## src/rtl/kwdt_pkg.sv

```systemverilog
package kwdt_pkg;
   localparam int KEY_W = 8;
   localparam int PER_W = 8;
   localparam logic [KEY_W-1:0] KEY_ARM = 8'hA5;
   localparam logic [KEY_W-1:0] KEY_AUX = 8'hE5;
   localparam logic [PER_W-1:0] PER_MIN = 8'h07;

   function automatic logic [PER_W-1:0] eff_period(input logic [PER_W-1:0] p);
      return (p == '0) ? PER_MIN : p;
   endfunction
endpackage

```

## src/rtl/kwdt_key_decode.sv

```systemverilog
module kwdt_key_decode
   import kwdt_pkg::*;
(
   input  logic             clk,
   input  logic             rst_n,
   input  logic             key_wr,
   input  logic [KEY_W-1:0] key_data,
   input  logic             expire,
   output logic             armed,
   output logic             aux_en,
   output logic             arm_load
);
   logic [KEY_W-1:0] key_q;

   assign arm_load = key_wr && (key_data == KEY_ARM);
   assign aux_en   = (key_q == KEY_AUX);

   always_ff @(posedge clk or negedge rst_n) begin
      if (!rst_n) begin
         key_q <= '0;
         armed <= 1'b0;
      end else if (key_wr) begin
         key_q <= key_data;
         armed <= (key_data == KEY_ARM);
      end else if (expire) begin
         armed <= 1'b0;
      end
   end
endmodule

```

## src/rtl/kwdt_prescaler.sv

```systemverilog
module kwdt_prescaler #(
   parameter int DIV = 4
) (
   input  logic clk,
   input  logic rst_n,
   input  logic run,
   input  logic restart,
   output logic tick
);
   localparam int PRE_W = (DIV > 1) ? $clog2(DIV) : 1;

   generate
      if (DIV == 1) begin : g_direct
         assign tick = run;
      end else begin : g_count
         logic [PRE_W-1:0] pre_q;
         assign tick = run && (pre_q == PRE_W'(DIV - 1));
         always_ff @(posedge clk or negedge rst_n) begin
            if (!rst_n)                 pre_q <= '0;
            else if (restart || !run)   pre_q <= '0;
            else if (tick)              pre_q <= '0;
            else                        pre_q <= pre_q + 1'b1;
         end
      end
   endgenerate
endmodule

```

## src/rtl/kwdt_countdown.sv

```systemverilog
module kwdt_countdown
   import kwdt_pkg::*;
(
   input  logic             clk,
   input  logic             rst_n,
   input  logic             armed,
   input  logic             reload,
   input  logic             cancel,
   input  logic             tick,
   input  logic [PER_W-1:0] period,
   output logic             expire
);
   logic [PER_W-1:0] cnt_q;

   assign expire = armed && tick && !reload && !cancel && (cnt_q == PER_W'(1));

   always_ff @(posedge clk or negedge rst_n) begin
      if (!rst_n)                      cnt_q <= '0;
      else if (reload)                 cnt_q <= eff_period(period);
      else if (armed && tick && cnt_q != '0) cnt_q <= cnt_q - 1'b1;
   end
endmodule

```

## src/rtl/kwdt_stretch.sv

```systemverilog
module kwdt_stretch #(
   parameter int HOLD = 16
) (
   input  logic clk,
   input  logic rst_n,
   input  logic fire,
   output logic pulse
);
   localparam int H_W = (HOLD > 1) ? $clog2(HOLD) : 1;
   logic [H_W-1:0] left_q;

   always_ff @(posedge clk or negedge rst_n) begin
      if (!rst_n) begin
         pulse  <= 1'b0;
         left_q <= '0;
      end else if (fire) begin
         pulse  <= 1'b1;
         left_q <= H_W'(HOLD - 1);
      end else if (pulse) begin
         if (left_q == '0) pulse <= 1'b0;
         else              left_q <= left_q - 1'b1;
      end
   end
endmodule

```

## src/rtl/kwdt_top.sv

```systemverilog
module kwdt_top
   import kwdt_pkg::*;
#(
   parameter int PRE_DIV     = 1000,
   parameter int HOLD_CYCLES = 16
) (
   input  logic       clk,
   input  logic       rst_n,
   input  logic       key_wr,
   input  logic [7:0] key_data,
   input  logic       period_wr,
   input  logic [7:0] period_data,
   input  logic       kick,
   output logic       wd_armed,
   output logic       aux_enable,
   output logic       reset_req
);
   generate
      if (PRE_DIV < 1) begin : g_bad_div
         $error("kwdt_top: PRE_DIV must be at least 1");
      end
      if (HOLD_CYCLES < 1) begin : g_bad_hold
         $error("kwdt_top: HOLD_CYCLES must be at least 1");
      end
   endgenerate

   logic             arm_load, expire, tick, reload;
   logic [PER_W-1:0] period_q;

   always_ff @(posedge clk or negedge rst_n) begin
      if (!rst_n)         period_q <= '0;
      else if (period_wr) period_q <= period_data;
   end

   assign reload = arm_load || (kick && wd_armed);

   kwdt_key_decode u_key (
      .clk(clk), .rst_n(rst_n), .key_wr(key_wr), .key_data(key_data),
      .expire(expire), .armed(wd_armed), .aux_en(aux_enable), .arm_load(arm_load)
   );

   kwdt_prescaler #(.DIV(PRE_DIV)) u_pre (
      .clk(clk), .rst_n(rst_n), .run(wd_armed), .restart(reload), .tick(tick)
   );

   kwdt_countdown u_cnt (
      .clk(clk), .rst_n(rst_n), .armed(wd_armed), .reload(reload),
      .cancel(key_wr), .tick(tick), .period(period_q), .expire(expire)
   );

   kwdt_stretch #(.HOLD(HOLD_CYCLES)) u_hold (
      .clk(clk), .rst_n(rst_n), .fire(expire), .pulse(reset_req)
   );
endmodule

```

## config.mk

```make
export PLATFORM = sky130hd
export DESIGN_NAME = kwdt_top
export DESIGN_NICKNAME = d
export VERILOG_FILES = /design/src/rtl/kwdt_pkg.sv /design/src/rtl/kwdt_key_decode.sv /design/src/rtl/kwdt_prescaler.sv /design/src/rtl/kwdt_countdown.sv /design/src/rtl/kwdt_stretch.sv /design/src/rtl/kwdt_top.sv
export SDC_FILE = /design/constraint.sdc
export NUM_CORES = 1
export LEC_CHECK = 0
export BUFFER_PORTS_ARGS = -buffer_cell sky130_fd_sc_hd__buf_2
export CELL_PAD_IN_SITES_DETAIL_PLACEMENT = 1
export CELL_PAD_IN_SITES_GLOBAL_PLACEMENT = 1
export CORE_MARGIN = 2
export CORE_UTILIZATION = 39
export CTS_CLUSTER_DIAMETER = 120
export DETAILED_ROUTE_END_ITERATION = 6
export PLACE_DENSITY = 0.69
export SYNTH_ARGS = -nofsm -noshare
export SYNTH_HDL_FRONTEND = slang
export SYNTH_SLANG_ARGS = --single-unit
```

## constraint.sdc

```tcl
create_clock -name clk -period 2.6 [get_ports clk]
set_input_delay 0.26 -clock clk [delete_from_list [all_inputs] [get_ports clk]]
set_output_delay 0.26 -clock clk [all_outputs]
set_load 0.01 [all_outputs]
```

==> impl_metrics.tcl <==
set metrics [dict create \
    outcome "complete, no violations" \
    synth_area_leaders "sky130_fd_sc_hd__dfrtp_1 51%, sky130_fd_sc_hd__mux2_2 9.1%, sky130_fd_sc_hd__nor2_1 4.0%" \
    finalNetCount 235 \
    finalSetupViolations 0 \
    timing.slew.headroom 0.395 \
    fp.dieW_um 75.2 \
    postLayoutSetupSlackWorst_ns 0.329 \
    synth_area_per_cell_sq_um 10.8 \
    synthesized_nets 210 \
    power.total_mw 1.22 \
    post_cts.repair.setup_buffers 0 \
    fin_worst_skew_ns 0.00630 \
    slew_at_the_pin_with_the_worst_max_slew_slack_ns 0.907 \
    cts.hold.buffers_added 0 \
    post_cts_resize_count 0 \
    area_delta_synth_final_pct 13.6 \
    irDropWorstVdd_uv 288 \
    top_ff_cell_synth "sky130_fd_sc_hd__dfrtp_1" \
    register_area_sq_mm 0.00100 \
    max_cap_viol_count 0 \
    multi_input_area_sq_um 921 \
    async_reset_ff_frac 1.00 \
    cts_max_path_buffers 2 \
    avgViaCountPerCell 5.35 \
    final_min_period_over_clock_period 0.873 \
    setup_repair_after_global_routing_missed_its_margin "no" \
    grt_pass1_wl_um 7530 \
    layout_min_cycle_time_ns 2.27 \
    synth-seq-cells 40 \
    synth_seq_area_share 0.506 \
    cts_inserted_buffers 5 \
    htree_num_levels 2 \
    clk_pin_slew_worst_paths_ns 0.08 \
    power_density_mw_per_mm2 541 \
    drt_first_pass_iters 4 \
    core_region_area_sq_mm 0.00482 \
    critPathMaxStageDelay_ns 0.64 \
    fin_setup_tns_ns 0 \
    post_synth_edffs 0 \
    clk_latency_ns 0.29 \
    met2RoutedLength_um 2100 \
    reg2reg_to "u_key.armed" \
    synth.distinct_cells 35 \
    placed_instance_count 269 \
    list_of_cells_traversed_by_the_critical_path "ha_1 > nand2_1 > or4b_4 > or4_1 > a21bo_1" \
    fin_cells 277 \
    grt_resource_usage_total 0.177 \
    fillers 557 \
    startpoint_class_of_the_critical_path "register" \
    yosysWarningCount 0 \
    share_of_layout_cells_above_drive_strength_1 0.238 \
    cell_at_the_root_of_the_clock_tree "sky130_fd_sc_hd__clkbuf_8" \
    path_class "reg2reg" \
    slew_viol_final 0 \
    cts_tree "built" \
    std_cell_rows 25 \
    fp.dieArea_sq_mm 0.00566 \
    routed.top_layer "met4" \
    pre_cts_ws_ns 0.326 \
    route.detailed.wl_per_inst_um 15.6 \
    yosys.cell_count.top_type "sky130_fd_sc_hd__dfrtp_1" \
    grt_antenna_before_repair 0 \
    place_hpwl_um 3170 \
    commonest_cells_in_the_synthesized_netlist "40 x sky130_fd_sc_hd__dfrtp_1, 21 x sky130_fd_sc_hd__nor2_1, 16 x sky130_fd_sc_hd__mux2_2, 12 x sky130_fd_sc_hd__nand2_1, 9 x sky130_fd_sc_hd__a31oi_1" \
    die-height_um 75.2 \
    critPathLaunch "u_pre.g_count.pre_q[0]" \
    critical_path_required_ns 2.79 \
    p_leak_nw 0.961 \
    timing.reg2reg.worst_path_depth 5 \
    port_buffers 23 \
    drt-total-wl_um 4320 \
    maximum_fanout_encountered_on_the_critical_timing_path 13 \
    place_congestion 0.756 \
    boundaryPins 24 \
    wl_met1_um 2030 \
    hold_path_class "in2async" \
    setup.reg_to_reg.worst_slack_ns 0.33 \
    post_detailed_route_drc_marker_count 0 \
    grt-ovfl-total 0 \
    postSynthCellCount 184 \
    finalHoldViolCount 0 \
    worst_path_max_delay_cell "sky130_fd_sc_hd__or4_1" \
    cell_area_after_synthesis_sq_mm 0.00198 \
    drt-initial-drc-count 66 \
    timing.critical_path.to_type "register" \
    grt_max_degree 41 \
    worst_ep_arrival_time_ns 2.46 \
    rr_startpoint "u_pre.g_count.pre_q[0]" \
    routed-wl-met3_um 151 \
    yosysTopAreaCellShare 0.506 \
    timing.fmax_mhz 440 \
    cts.sinks 40 \
    first_global_vias 1629 \
    routed-via-count 1482 \
    initial_utilization 0.411 \
    synth_area_leader_cell "sky130_fd_sc_hd__dfrtp_1" \
    n_antenna_cell 0 \
    final_antenna_net_count 0 \
]
[cell families (layout without fill, tap and decap cells)]
family | after synthesis | in the layout | share of synthesized area
muxes | 16 | 16 | 0.0910
adders and majority gates | 5 | 5 | 0.0316
buffers and inverters | 13 | 39 | 0.0291
xor gates and xnor gates | 10 | 10 | 0.0442
and+or+nand+nor | 79 | 79 | 0.228
DFF | 40 | 40 | 0.506
AOI/OAI and AO/OA | 21 | 21 | 0.0708
[where the power goes]
group          leakage, nW  internal, mW  switching [mW]
registers            0.485         0.660          0.0321
logic                0.432        0.0499          0.0435
clock network       0.0445         0.216           0.215
[flip-flops by register name, summed over array words and instances (netlist names)]
register / count
period_q: 8
u_cnt.cnt_q: 8
u_hold.left_q: 4
u_hold.pulse: 1
u_key.armed: 1
u_key.key_q: 8
u_pre.g_count.pre_q: 10
[per-layer routing]
metal / vias up / global-route usage
met3: 4 / 0.0375
li1: 715 / -
met5: - / 0
met1: 738 / 0.222
met2: 25 / 0.309
met4: 0 / 0.0526
[worst max-delay path: cells and delay by family, from the launching register on]
family	cells	cell delay, ns
flops	1	0.37
compound gates	1	0.21
fa+ha+maj	1	0.23
simple gates	3	1.36
[per-stage QoR]
stage	utilization	cell area, sq um	hold slack [ns]
floorplan	-	1980	-0.0356
global placement	0.447	2150	0.419
detailed placement	0.447	2150	0.445
CTS	0.467	2250	0.133
global route	0.467	2250	0.173
finish	0.467	2250	0.102
[placed cells by master, fill, tap and decap left out, types with 2 or more instances in the layout]
cell,Yosys,routed
sky130_fd_sc_hd__nor4b_1,2,2
sky130_fd_sc_hd__inv_1,7,7
sky130_fd_sc_hd__a31oi_1,9,9
sky130_fd_sc_hd__nor3_1,8,8
sky130_fd_sc_hd__nor2_1,21,21
sky130_fd_sc_hd__nand4b_1,4,4
sky130_fd_sc_hd__and2_1,2,2
sky130_fd_sc_hd__buf_2,1,23
sky130_fd_sc_hd__nand2_1,12,12
sky130_fd_sc_hd__dfrtp_1,40,40
sky130_fd_sc_hd__clkbuf_8,0,6
sky130_fd_sc_hd__or3_1,3,3
sky130_fd_sc_hd__o31ai_1,5,5
sky130_fd_sc_hd__nand3_1,7,7
sky130_fd_sc_hd__xor2_1,4,4
sky130_fd_sc_hd__or4_1,8,8
sky130_fd_sc_hd__and3_1,2,2
sky130_fd_sc_hd__o21ai_0,4,4
sky130_fd_sc_hd__ha_1,5,5
sky130_fd_sc_hd__mux2_2,16,16
sky130_fd_sc_hd__xnor2_1,6,6
[layout make-up]
class / instances / area share
repair buffers: 24 / 0.0545
well taps: 67 / 0.0373
flip-flops and latches: 40 / 0.445
clock buffers: 7 / 0.0384
multi-input cells: 131 / 0.410
clock inverters: 1 / 0.00334
inverters: 7 / 0.0117
[worst max path at each step]
stage / endpoint / slack, ns / cells past startpoint
detailed placement: u_key.armed / 0.33 / 5
floorplan: u_key.armed / 0.53 / 6
finish: u_key.armed / 0.33 / 5
CTS: u_key.armed / 0.32 / 5
global placement: u_key.armed / 0.38 / 5
global route: u_key.armed / 0.20 / 5
No activity file was read; power rests on OpenSTA's default activity.
